File: src/rtl/gtmr_pkg.sv
// Package: shared constants for the comparator-gated timer.
// Assumes: register bit positions below are decoded by software, so they are fixed.
package gtmr_pkg;
    localparam int REG_W       = 8;
    localparam int BIT_MIR1    = 7;
    localparam int BIT_MIR2    = 6;
    localparam int BIT_REF1    = 5;
    localparam int BIT_REF2    = 4;
    localparam int BIT_GSRC    = 1;
    localparam int BIT_RETIME  = 0;
    localparam logic GSRC_RST  = 1'b1;

    // Control fields held by the register file
    typedef struct packed {
        logic ref1;
        logic ref2;
        logic gsrc;    // 1: gate pin, 0: comparator 2
        logic retime;  // 1: comparator 2 latched on prescaled falling edge
    } gtmr_ctrl_t;
endpackage

File: src/rtl/gtmr_sync.sv
// Module: gtmr_sync
// Brings one asynchronous bit into the system clock domain through a chain of
// flops and reports its rising and falling edges as single-cycle enables.
// Assumes: the input stays at each level for at least one system clock.
module gtmr_sync #(
    parameter int STAGES = 2
) (
    input  logic clk,
    input  logic rst_n,
    input  logic async_i,
    output logic level_o,
    output logic rise_o,
    output logic fall_o
);
    logic [STAGES-1:0] chain_q;
    logic              last_q;

    // Shift the asynchronous bit through the synchronizer chain
    always_ff @(posedge clk) begin
        if (!rst_n) chain_q <= '0;
        else        chain_q <= {chain_q[STAGES-2:0], async_i};
    end

    // Remember the previous synchronized level for edge detection
    always_ff @(posedge clk) begin
        if (!rst_n) last_q <= 1'b0;
        else        last_q <= chain_q[STAGES-1];
    end

    assign level_o = chain_q[STAGES-1];
    assign rise_o  = chain_q[STAGES-1] & ~last_q;
    assign fall_o  = ~chain_q[STAGES-1] & last_q;

    AST_EDGE_EXCL: assert property (@(posedge clk) disable iff (!rst_n)
        !(rise_o && fall_o));
endmodule

File: src/rtl/gtmr_prescale.sv
// Module: gtmr_prescale
// Divides the timer clock by 2**sel and produces rising- and falling-edge
// enables of the divided clock. For sel=0 the raw edges pass straight through.
// For larger ratios both divided edges fall on raw rising edges, at opposite
// points of the divider cycle.
// Assumes: sel_i is quasi-static; a change may shorten one divided period.
module gtmr_prescale #(
    parameter int SEL_W = 2,
    localparam int DIV_W = (1 << SEL_W) - 1
) (
    input  logic             clk,
    input  logic             rst_n,
    input  logic             tick_rise_i,
    input  logic             tick_fall_i,
    input  logic [SEL_W-1:0] sel_i,
    output logic             pre_rise_o,
    output logic             pre_fall_o
);
    logic [DIV_W-1:0] div_q;
    logic [DIV_W-1:0] mask;
    logic [DIV_W-1:0] half;

    // Count raw rising timer-clock edges
    always_ff @(posedge clk) begin
        if (!rst_n)           div_q <= '0;
        else if (tick_rise_i) div_q <= div_q + 1'b1;
    end

    // Derive divided edge enables from the raw edge and the divider phase
    always_comb begin
        mask = DIV_W'((1 << sel_i) - 1);
        half = mask >> 1;
        if (sel_i == '0) begin
            pre_rise_o = tick_rise_i;
            pre_fall_o = tick_fall_i;
        end else begin
            pre_rise_o = tick_rise_i && ((div_q & mask) == mask);
            pre_fall_o = tick_rise_i && ((div_q & mask) == half);
        end
    end

    AST_PRE_EXCL: assert property (@(posedge clk) disable iff (!rst_n)
        $onehot0({pre_rise_o, pre_fall_o}));
    AST_DIV_HOLD: assert property (@(posedge clk) disable iff (!rst_n)
        !tick_rise_i |=> $stable(div_q));
endmodule

File: src/rtl/gtmr_gate.sv
// Module: gtmr_gate
// Picks the gate level for the counter. Comparator 2 is either used at its
// synchronized level or latched on each prescaled falling edge, so its value
// is settled half a period before the next increment.
// Assumes: all inputs are already in the system clock domain.
module gtmr_gate (
    input  logic clk,
    input  logic rst_n,
    input  logic cmp2_lvl_i,
    input  logic pin_lvl_i,
    input  logic pre_fall_i,
    input  logic retime_i,
    input  logic gsrc_i,
    output logic gate_lvl_o
);
    logic cmp2_latch_q;
    logic cmp2_eff;

    // Capture comparator 2 on each prescaled falling edge
    always_ff @(posedge clk) begin
        if (!rst_n)          cmp2_latch_q <= 1'b0;
        else if (pre_fall_i) cmp2_latch_q <= cmp2_lvl_i;
    end

    // Choose latched or direct comparator level, then the gate source
    always_comb begin
        cmp2_eff   = retime_i ? cmp2_latch_q : cmp2_lvl_i;
        gate_lvl_o = gsrc_i ? pin_lvl_i : cmp2_eff;
    end

    AST_LATCH_HOLD: assert property (@(posedge clk) disable iff (!rst_n)
        !pre_fall_i |=> $stable(cmp2_latch_q));
endmodule

File: src/rtl/gtmr_regs.sv
// Module: gtmr_regs
// Control/status register: four writable control bits plus two live
// comparator mirrors taken from one synchronizer stage. Reads have no strobe
// and so cannot disturb any state.
// Assumes: writes are single-cycle strobes in the system domain.
module gtmr_regs
    import gtmr_pkg::*;
(
    input  logic             clk,
    input  logic             rst_n,
    input  logic             wr_i,
    input  logic [REG_W-1:0] wdata_i,
    input  logic             mir1_i,
    input  logic             mir2_i,
    output logic [REG_W-1:0] rdata_o,
    output gtmr_ctrl_t       ctrl_o
);
    gtmr_ctrl_t ctrl_q;

    // Load the writable control fields on a write strobe
    always_ff @(posedge clk) begin
        if (!rst_n) begin
            ctrl_q.ref1   <= 1'b0;
            ctrl_q.ref2   <= 1'b0;
            ctrl_q.gsrc   <= GSRC_RST;
            ctrl_q.retime <= 1'b0;
        end else if (wr_i) begin
            ctrl_q.ref1   <= wdata_i[BIT_REF1];
            ctrl_q.ref2   <= wdata_i[BIT_REF2];
            ctrl_q.gsrc   <= wdata_i[BIT_GSRC];
            ctrl_q.retime <= wdata_i[BIT_RETIME];
        end
    end

    // Assemble the read word; unused bits read zero
    always_comb begin
        rdata_o             = '0;
        rdata_o[BIT_MIR1]   = mir1_i;
        rdata_o[BIT_MIR2]   = mir2_i;
        rdata_o[BIT_REF1]   = ctrl_q.ref1;
        rdata_o[BIT_REF2]   = ctrl_q.ref2;
        rdata_o[BIT_GSRC]   = ctrl_q.gsrc;
        rdata_o[BIT_RETIME] = ctrl_q.retime;
    end

    assign ctrl_o = ctrl_q;

    AST_WR_GSRC: assert property (@(posedge clk) disable iff (!rst_n)
        wr_i |=> ctrl_q.gsrc == $past(wdata_i[BIT_GSRC]));
    AST_NOWR_HOLD: assert property (@(posedge clk) disable iff (!rst_n)
        !wr_i |=> $stable(ctrl_q));
endmodule

File: src/rtl/gtmr_counter.sv
// Module: gtmr_counter
// Up-counter that advances by one on each qualified prescaled rising edge,
// wraps to zero and pulses overflow for one cycle on the wrap.
// Assumes: inc_i is a single-cycle enable.
module gtmr_counter #(
    parameter int CNT_W = 16
) (
    input  logic             clk,
    input  logic             rst_n,
    input  logic             inc_i,
    output logic [CNT_W-1:0] cnt_o,
    output logic             ovf_o
);
    localparam logic [CNT_W-1:0] CNT_MAX = '1;

    logic [CNT_W-1:0] cnt_q;
    logic             ovf_q;

    // Advance the count on each enable
    always_ff @(posedge clk) begin
        if (!rst_n)     cnt_q <= '0;
        else if (inc_i) cnt_q <= cnt_q + 1'b1;
    end

    // Flag the wrap from all-ones to zero for one cycle
    always_ff @(posedge clk) begin
        if (!rst_n) ovf_q <= 1'b0;
        else        ovf_q <= inc_i && (cnt_q == CNT_MAX);
    end

    assign cnt_o = cnt_q;
    assign ovf_o = ovf_q;

    AST_NO_INC_HOLD: assert property (@(posedge clk) disable iff (!rst_n)
        !inc_i |=> $stable(cnt_q));
    AST_STEP_ONE: assert property (@(posedge clk) disable iff (!rst_n)
        inc_i |=> cnt_q == $past(cnt_q) + 1'b1);
    AST_OVF_PULSE: assert property (@(posedge clk) disable iff (!rst_n)
        ovf_q |=> !ovf_q);
    AST_OVF_ZERO: assert property (@(posedge clk) disable iff (!rst_n)
        ovf_q |-> cnt_q == '0);
endmodule

File: src/rtl/gtmr_top.sv
// Module: gtmr_top
// Comparator-gated interval timer: synchronizes the asynchronous inputs,
// prescales the timer clock, selects and optionally retimes the gate, and
// counts qualified prescaled rising edges.
// Assumes: tmr_on_i, gate_en_i and pre_sel_i are driven in the system domain.
module gtmr_top
    import gtmr_pkg::*;
#(
    parameter int CNT_W  = 16,
    parameter int SEL_W  = 2,
    parameter int STAGES = 2
) (
    input  logic             clk,
    input  logic             rst_n,
    input  logic             tmr_clk_i,
    input  logic             cmp1_i,
    input  logic             cmp2_i,
    input  logic             gate_pin_i,
    input  logic             tmr_on_i,
    input  logic             gate_en_i,
    input  logic [SEL_W-1:0] pre_sel_i,
    input  logic             reg_wr_i,
    input  logic [REG_W-1:0] reg_wdata_i,
    output logic [REG_W-1:0] reg_rdata_o,
    output logic             ref1_sel_o,
    output logic             ref2_sel_o,
    output logic [CNT_W-1:0] count_o,
    output logic             ovf_o
);
    localparam int N_ASYNC = 4;
    localparam int IX_TCLK = 0;
    localparam int IX_CMP1 = 1;
    localparam int IX_CMP2 = 2;
    localparam int IX_PIN  = 3;

    logic [N_ASYNC-1:0] async_vec;
    logic [N_ASYNC-1:0] lvl_vec;
    logic [N_ASYNC-1:0] rise_vec;
    logic [N_ASYNC-1:0] fall_vec;
    logic               pre_rise;
    logic               pre_fall;
    logic               gate_lvl;
    logic               inc;
    gtmr_ctrl_t         ctrl;

    assign async_vec = {gate_pin_i, cmp2_i, cmp1_i, tmr_clk_i};

    // One synchronizer per asynchronous input
    for (genvar gi = 0; gi < N_ASYNC; gi++) begin : g_sync
        gtmr_sync #(.STAGES(STAGES)) sync_i (
            .clk     (clk),
            .rst_n   (rst_n),
            .async_i (async_vec[gi]),
            .level_o (lvl_vec[gi]),
            .rise_o  (rise_vec[gi]),
            .fall_o  (fall_vec[gi])
        );
    end

    gtmr_prescale #(.SEL_W(SEL_W)) pre_i (
        .clk         (clk),
        .rst_n       (rst_n),
        .tick_rise_i (rise_vec[IX_TCLK]),
        .tick_fall_i (fall_vec[IX_TCLK]),
        .sel_i       (pre_sel_i),
        .pre_rise_o  (pre_rise),
        .pre_fall_o  (pre_fall)
    );

    gtmr_regs regs_i (
        .clk     (clk),
        .rst_n   (rst_n),
        .wr_i    (reg_wr_i),
        .wdata_i (reg_wdata_i),
        .mir1_i  (lvl_vec[IX_CMP1]),
        .mir2_i  (lvl_vec[IX_CMP2]),
        .rdata_o (reg_rdata_o),
        .ctrl_o  (ctrl)
    );

    gtmr_gate gate_i (
        .clk        (clk),
        .rst_n      (rst_n),
        .cmp2_lvl_i (lvl_vec[IX_CMP2]),
        .pin_lvl_i  (lvl_vec[IX_PIN]),
        .pre_fall_i (pre_fall),
        .retime_i   (ctrl.retime),
        .gsrc_i     (ctrl.gsrc),
        .gate_lvl_o (gate_lvl)
    );

    // Qualify each prescaled rising edge with timer enable and gate
    always_comb begin
        inc = pre_rise && tmr_on_i && (!gate_en_i || gate_lvl);
    end

    gtmr_counter #(.CNT_W(CNT_W)) cnt_i (
        .clk   (clk),
        .rst_n (rst_n),
        .inc_i (inc),
        .cnt_o (count_o),
        .ovf_o (ovf_o)
    );

    assign ref1_sel_o = ctrl.ref1;
    assign ref2_sel_o = ctrl.ref2;

    AST_OFF_HOLD: assert property (@(posedge clk) disable iff (!rst_n)
        !tmr_on_i |=> $stable(count_o));
    AST_REF_FOLLOW: assert property (@(posedge clk) disable iff (!rst_n)
        reg_wr_i |=> ref1_sel_o == $past(reg_wdata_i[BIT_REF1]));
endmodule

File: config.mk
export PLATFORM = sky130hd
export DESIGN_NAME = gtmr_top
export DESIGN_NICKNAME = d
export VERILOG_FILES = /design/src/rtl/gtmr_pkg.sv /design/src/rtl/gtmr_sync.sv /design/src/rtl/gtmr_prescale.sv /design/src/rtl/gtmr_gate.sv /design/src/rtl/gtmr_regs.sv /design/src/rtl/gtmr_counter.sv /design/src/rtl/gtmr_top.sv
export SDC_FILE = /design/constraint.sdc
export NUM_CORES = 1
export LEC_CHECK = 0
export BUFFER_PORTS_ARGS = -buffer_cell sky130_fd_sc_hd__buf_2
export CAP_MARGIN = 20
export CORE_MARGIN = 1
export CORE_UTILIZATION = 54
export DETAILED_ROUTE_END_ITERATION = 8
export PLACE_DENSITY = 0.89
export SYNTH_ARGS = -nofsm -noshare
export SYNTH_HDL_FRONTEND = slang
export SYNTH_SLANG_ARGS = --single-unit
File: constraint.sdc
create_clock -name clk -period 4.03 [get_ports clk]
set_clock_uncertainty 0.2 [all_clocks]
set_input_delay 0.6045 -clock clk [delete_from_list [all_inputs] [get_ports clk]]
set_output_delay 0.6045 -clock clk [all_outputs]
set_load 0.01 [all_outputs]
# After elaboration in Yosys (flattened, before gate mapping)
# Cells that the tools add are included.
[word_totals] register_bits=34 inputBits=19 output_inout_bits=27 elab_cells=37
[classes] n_addsub=3 eq_ne=3 n_shift=1 n_mux=4 bitwise_logic=5 reduce_logical=8
[op_table] op="16-bit by 1-bit adder with 16-bit output, second input constant" count=1
[op_table] op="16-bit equality test, second input constant" count=1
[op_table] op="1-bit logical AND" count=5
[op_table] op="1-bit two-way mux" count=4
[op_table] op="3-bit by 1-bit adder with 3-bit output, second input constant" count=1
[op_table] op="3-bit AND" count=1
[op_table] op="3-bit by 2-bit equality test with 1-bit output" count=1
[op_table] op="3-bit equality test" count=1
[op_table] op="1-bit by 2-bit left shift with 3-bit output, first input constant" count=1
[op_table] op="3-bit by 2-bit subtractor with 3-bit output, second input constant" count=1
[op_table] op="1-bit AND" count=2
[op_table] op="2-bit logical NOT" count=1
[op_table] op="1-bit inverter" count=2
[op_table] op="1-bit logical NOT" count=1
[op_table] op="1-bit logical OR" count=1

# Depth between registers and ports, before layout
[depth] word_depth=9 ltp_mapped=7 ltp_nobuf=5

# By module
# Synthesis repeated with hierarchy kept, for this count alone.
[hier_totals] cells_unflattened=162 area_unflattened_um2=1561.5
[modules_own_cells] mod="gtmr_counter" instances=1 cells_per_inst=78 area_each_um2=728.2 seq_area_each_um2=340.3
[modules_own_cells] mod="gtmr_sync" instances=4 cells_per_inst=8 area_each_um2=91.3 seq_area_each_um2=60.1
[modules_own_cells] mod="gtmr_regs" instances=1 cells_per_inst=22 area_each_um2=211.5 seq_area_each_um2=80.1
[modules_own_cells] mod="gtmr_prescale" instances=1 cells_per_inst=21 area_each_um2=185.2 seq_area_each_um2=60.1
[modules_own_cells] mod="gtmr_gate" instances=1 cells_per_inst=6 area_each_um2=55.1 seq_area_each_um2=20.0
[modules_own_cells] mod="gtmr_top" instances=1 cells_per_inst=3 area_each_um2=16.3 seq_area_each_um2=0.0

# Worst setup path before layout
# Ideal clock, no wire load.
[synth_path] path_kind="input to register" startpoint="input pre_sel_i[1]" endpoint="register cnt_i.cnt_q[11], in the netlist cnt_i.cnt_o[11]" setup_ns=0.070 t_arrival_ns=1.838 t_required_ns=3.760 setup_slack_ns=1.922 path_stages=6 n_path_buf=1 path_cell_list="or2_2 > o221ai_4 > nand2_4 > buf_6 > or4_1 > a21oi_1"
[synth_via] elab_chain_len=8 word_cells_on_any_way=9 classes_between="add/sub: 1; eq/ne: 1; shift: 1; mux: 1; bitwise: 1; reduce/logical: 4"
[synth_rtl] element="from (decl)" line_no="gtmr_top.sv:21" rtl="input logic [SEL_W-1:0] pre_sel_i,"
[synth_rtl] element="1-bit by 2-bit left shift with 3-bit output" line_no="gtmr_prescale.sv:31" rtl="mask = DIV_W'((1 << sel_i) - 1);"
[synth_rtl] element="3-bit by 2-bit subtractor with 3-bit output" line_no="gtmr_prescale.sv:31"
[synth_rtl] element="3-bit AND" line_no="gtmr_prescale.sv:37" rtl="pre_rise_o = tick_rise_i && ((div_q & mask) == mask);"
[synth_rtl] element="3-bit equality test" line_no="gtmr_prescale.sv:37"
[synth_rtl] element="1-bit logical AND" line_no="gtmr_prescale.sv:37"
[synth_rtl] element="1-bit two-way mux *" line_no="gtmr_prescale.sv:33" rtl="if (sel_i == '0) begin"
[synth_rtl] element="1-bit logical AND * (2 in a row)" line_no="gtmr_top.sv:94" rtl="inc = pre_rise && tmr_on_i && (!gate_en_i || gate_lvl);"
[synth_rtl] element="to (signal assigned)" line_no="gtmr_counter.sv:22" rtl="else if (inc_i) cnt_q <= cnt_q + 1'b1;"
[synth_rtl] element="to (decl)" line_no="gtmr_counter.sv:16" rtl="logic [CNT_W-1:0] cnt_q;"
# Mark *: on every way between the ends. The rest lies on a longest branch, timed or not.
# A chain may end at the register's enable or synchronous reset.

# Final worst setup path
[layout_path] startpoint="register cnt_i.cnt_q[2], in the netlist cnt_i.cnt_o[2]" endpoint="register cnt_i.cnt_q[11], in the netlist cnt_i.cnt_o[11]"
[layout_via] elab_chain_len=1
[layout_rtl] element="16-bit by 1-bit adder with 16-bit output" line_no="gtmr_counter.sv:22"
# No other way between the ends.

==> impl_metrics.env <==
export IMPL_clockRootBuffer="clkbuf_4"
export IMPL_crit_slowest_cell="or4_1"
export IMPL_postCtsSetupBuffers=0
export IMPL_clock_latency_ns=0.35
export IMPL_max_freq_ghz=0.494
export IMPL_r2r_slack_ns=2.01
export IMPL_n_fill_cell=220
export IMPL_post_synth_num_cell_types=37
export IMPL_avgSynthCellArea_um2=9.22
export IMPL_r2r_start="cnt_i.cnt_o[2]"
export IMPL_ys_ff_latch=34
export IMPL_drv_cap=0
export IMPL_status="complete, no violations"
export IMPL_hold_viol_final=0
export IMPL_drtPass1Iterations=4
export IMPL_gp_congestion=0.792
export IMPL_grt_max_degree=22
export IMPL_antenna_found_initial=0
export IMPL_avgViaCountPerCell=5.72
export IMPL_crit_family="simple AND/OR/NAND/NOR gates"
export IMPL_cts_tree="built"
export IMPL_ys_warnings_count=0
export IMPL_drv_slew=0
export IMPL_portBuffers=39
export IMPL_max_stage_delay_ns=0.50
export IMPL_worst_pin_slew_ns=0.640
export IMPL_grt_pass1_wl_um=5210
export IMPL_whs_path_depth=1
export IMPL_grt_pass1_vias=1194
export IMPL_hold_buffers=0
export IMPL_cp_max_fo=5
export IMPL_die_h_um=55.4
export IMPL_drcViolationCount=0
export IMPL_ant_nets=0
export IMPL_vias=1321
export IMPL_area_delta_synth_final_pct=12.9
export IMPL_critPathRequiredTime_ns=4.11
export IMPL_start_kind="flip-flop"
export IMPL_leakage_nw=0.754
export IMPL_antenna_cells=0
export IMPL_period_share=0.502
export IMPL_drive_above_1_share=0.264
export IMPL_min_to="g_sync[0].sync_i.chain_q[1]"
export IMPL_io_pins=46
export IMPL_die_w_um=55.4
export IMPL_clk_pin_slew_worst_paths_ns=0.11
export IMPL_rr_endpoint="cnt_i.cnt_o[11]"
export IMPL_routed_wirelength_um=3140
export IMPL_yosys_most_used_dff="dfxtp_1"
export IMPL_layout_nets=221
export IMPL_coreArea_um2=2590
export IMPL_worstSetupEndpointType="flip-flop"
export IMPL_grt_setup_unrepaired="no"
export IMPL_cts_max_level=2
export IMPL_die_area_um2=3070
export IMPL_cts_path_max_buffers=2
export IMPL_syn_inst=167
export IMPL_worstHoldPathType="reg2reg"
export IMPL_power_density_nw_per_um2=338
export IMPL_async_flop_share=0
export IMPL_grt_util_all_layers=0.217
export IMPL_routedWlPerCell_um=13.6
export IMPL_setup_tns_final_ns=0
export IMPL_drtIter0Drc=45
export IMPL_cts_resized=0
export IMPL_setup_viol=0
export IMPL_hp_start="g_sync[0].sync_i.chain_q[0]"
export IMPL_critPathArrivalTime_ns=2.10
export IMPL_cts_buffers=5
export IMPL_multiInputGateArea_um2=746
export IMPL_seqCellArea_um2=681
export IMPL_yosysSeqAreaShare=0.442
export IMPL_vdd_ir_drop_max_mv=0.266
export IMPL_reg2reg_depth=5
export IMPL_path_cells="and3_1, and2_1, nand3_1, or4_1, a21oi_1"
export IMPL_synth_edff_count=0
export IMPL_p_total_mw=0.587
export IMPL_dp_hpwl_um=2310
export IMPL_grt_overflow=0
export IMPL_cts_sinks=34
export IMPL_worstSetupPathType="reg2reg"
export IMPL_initial_core_util=0.594
export IMPL_slew_headroom=0.573
export IMPL_fin_crit_ns=2.02
export IMPL_synth_area_um2=1540
export IMPL_cp_num_buf_inv=0
export IMPL_num_rows=18
## sequential cells by signal, indices dropped and copies added (netlist names)
| name | count |
|---|---|
| cnt_i.ovf_o | 1 |
| g_sync.sync_i.last_q | 1 |
| g_sync.sync_i.chain_q | 8 |
| cnt_i.cnt_o | 16 |
| gate_i.cmp2_latch_q | 1 |
| pre_i.div_q | 3 |
| regs_i.ctrl_o | 4 |
## area by class of cell
type | instances | area share
multi-input cells | 115 | 0.429
flip-flops and latches | 34 | 0.392
repair buffers | 39 | 0.112
clock buffers | 7 | 0.0317
well taps | 30 | 0.0216
inverters | 5 | 0.0108
clock inverters | 1 | 0.00288
## worst reg2reg max path, delay by kind of cell, from the launching register on
family / cells / cell delay, ns
DFF: 1 / 0.43
AOI/OAI and AO/OA: 1 / 0.16
and+or+nand+nor: 4 / 1.18
## worst max-delay path by stage
stage / startpoint / cells after the start / endpoint / slack (ns)
6_report: cnt_i.cnt_o[2] / 5 / cnt_i.cnt_o[11] / 2.01
5_1_grt: cnt_i.cnt_o[2] / 5 / cnt_i.cnt_o[7] / 1.89
4_1_cts: cnt_i.cnt_o[2] / 5 / cnt_i.cnt_o[11] / 2.03
3_5_place_dp: pre_sel_i[0] / 6 / cnt_i.cnt_o[15] / 1.71
3_3_place_gp: pre_sel_i[1] / 6 / cnt_i.cnt_o[12] / 1.80
2_1_floorplan: pre_sel_i[1] / 6 / cnt_i.cnt_o[11] / 1.92
## cell usage in the layout (no fill, tap or decap), drive strengths merged, types with 2 or more instances in the layout
cell type	count
nand4	8
buf	39
or3	5
nor2b	2
inv	5
nand2	14
dfxtp	34
o31ai	4
or4	3
a21oi	9
clkbuf	7
mux2i	7
nor2	15
nand2b	2
xor2	5
xnor2	2
nand3	5
and2	11
o21ai	6
conb	2
ha	2
and3	2
## synthesized netlist by cell type (2+ instances only)
library cell  instances  area share
dfxtp_1              34        0.44
nor2_1               15       0.037
nand2_1              13       0.032
and2_1               10       0.041
a21oi_1               9       0.029
buf_4                 8       0.039
nand4_1               8       0.033
mux2i_1               7       0.046
o21ai_0               6       0.020
inv_1                 5       0.012
nand3_1               5       0.016
or3_1                 5       0.020
xor2_1                5       0.028
clkbuf_1              4      0.0098
o31ai_1               4       0.020
or4_1                 3       0.015
and3_1                2      0.0081
buf_6                 2       0.015
ha_1                  2       0.016
nand2b_1              2      0.0081
xnor2_1               2       0.011
## report_power, final
part	internal, mW	switching [mW]	total [mW]
logic	0.0184	0.0232	0.0416
registers	0.343	0.00448	0.348
clock network	0.0845	0.114	0.198
total	0.446	0.141	0.587
## cell families (layout without fill, tap and decap cells)
group	after synthesis	in the layout	synth area share
simple gates	72	72	0.258
flops	34	34	0.442
compound gates	24	24	0.113
buf+inv	19	52	0.0756
mux	8	8	0.0528
xor+xnor	7	7	0.0398
fa+ha+maj	2	2	0.0163
other cells	1	2	0.00244
## metal layers
metal  track usage  share of wire  up-vias
li1              -              -      640
met1         0.247           0.41      621
met2         0.355           0.50       51
met3        0.0515          0.059        9
met4         0.154          0.027        0
met5             0              0        -
## through the flow
step                 util  area (um2)  hold slack [ns]  worst slack [ns]  instances
finish              0.671        1740            0.235              2.01        231
global route        0.671        1740            0.251              1.89        231
detailed placement  0.648        1680            0.225              1.71        223
global placement    0.648        1680            0.217              1.80        223
floorplan               -        1540            0.212              1.92        168
CTS                 0.671        1740            0.244              2.03        231
(Power assumes the default switching activity.)
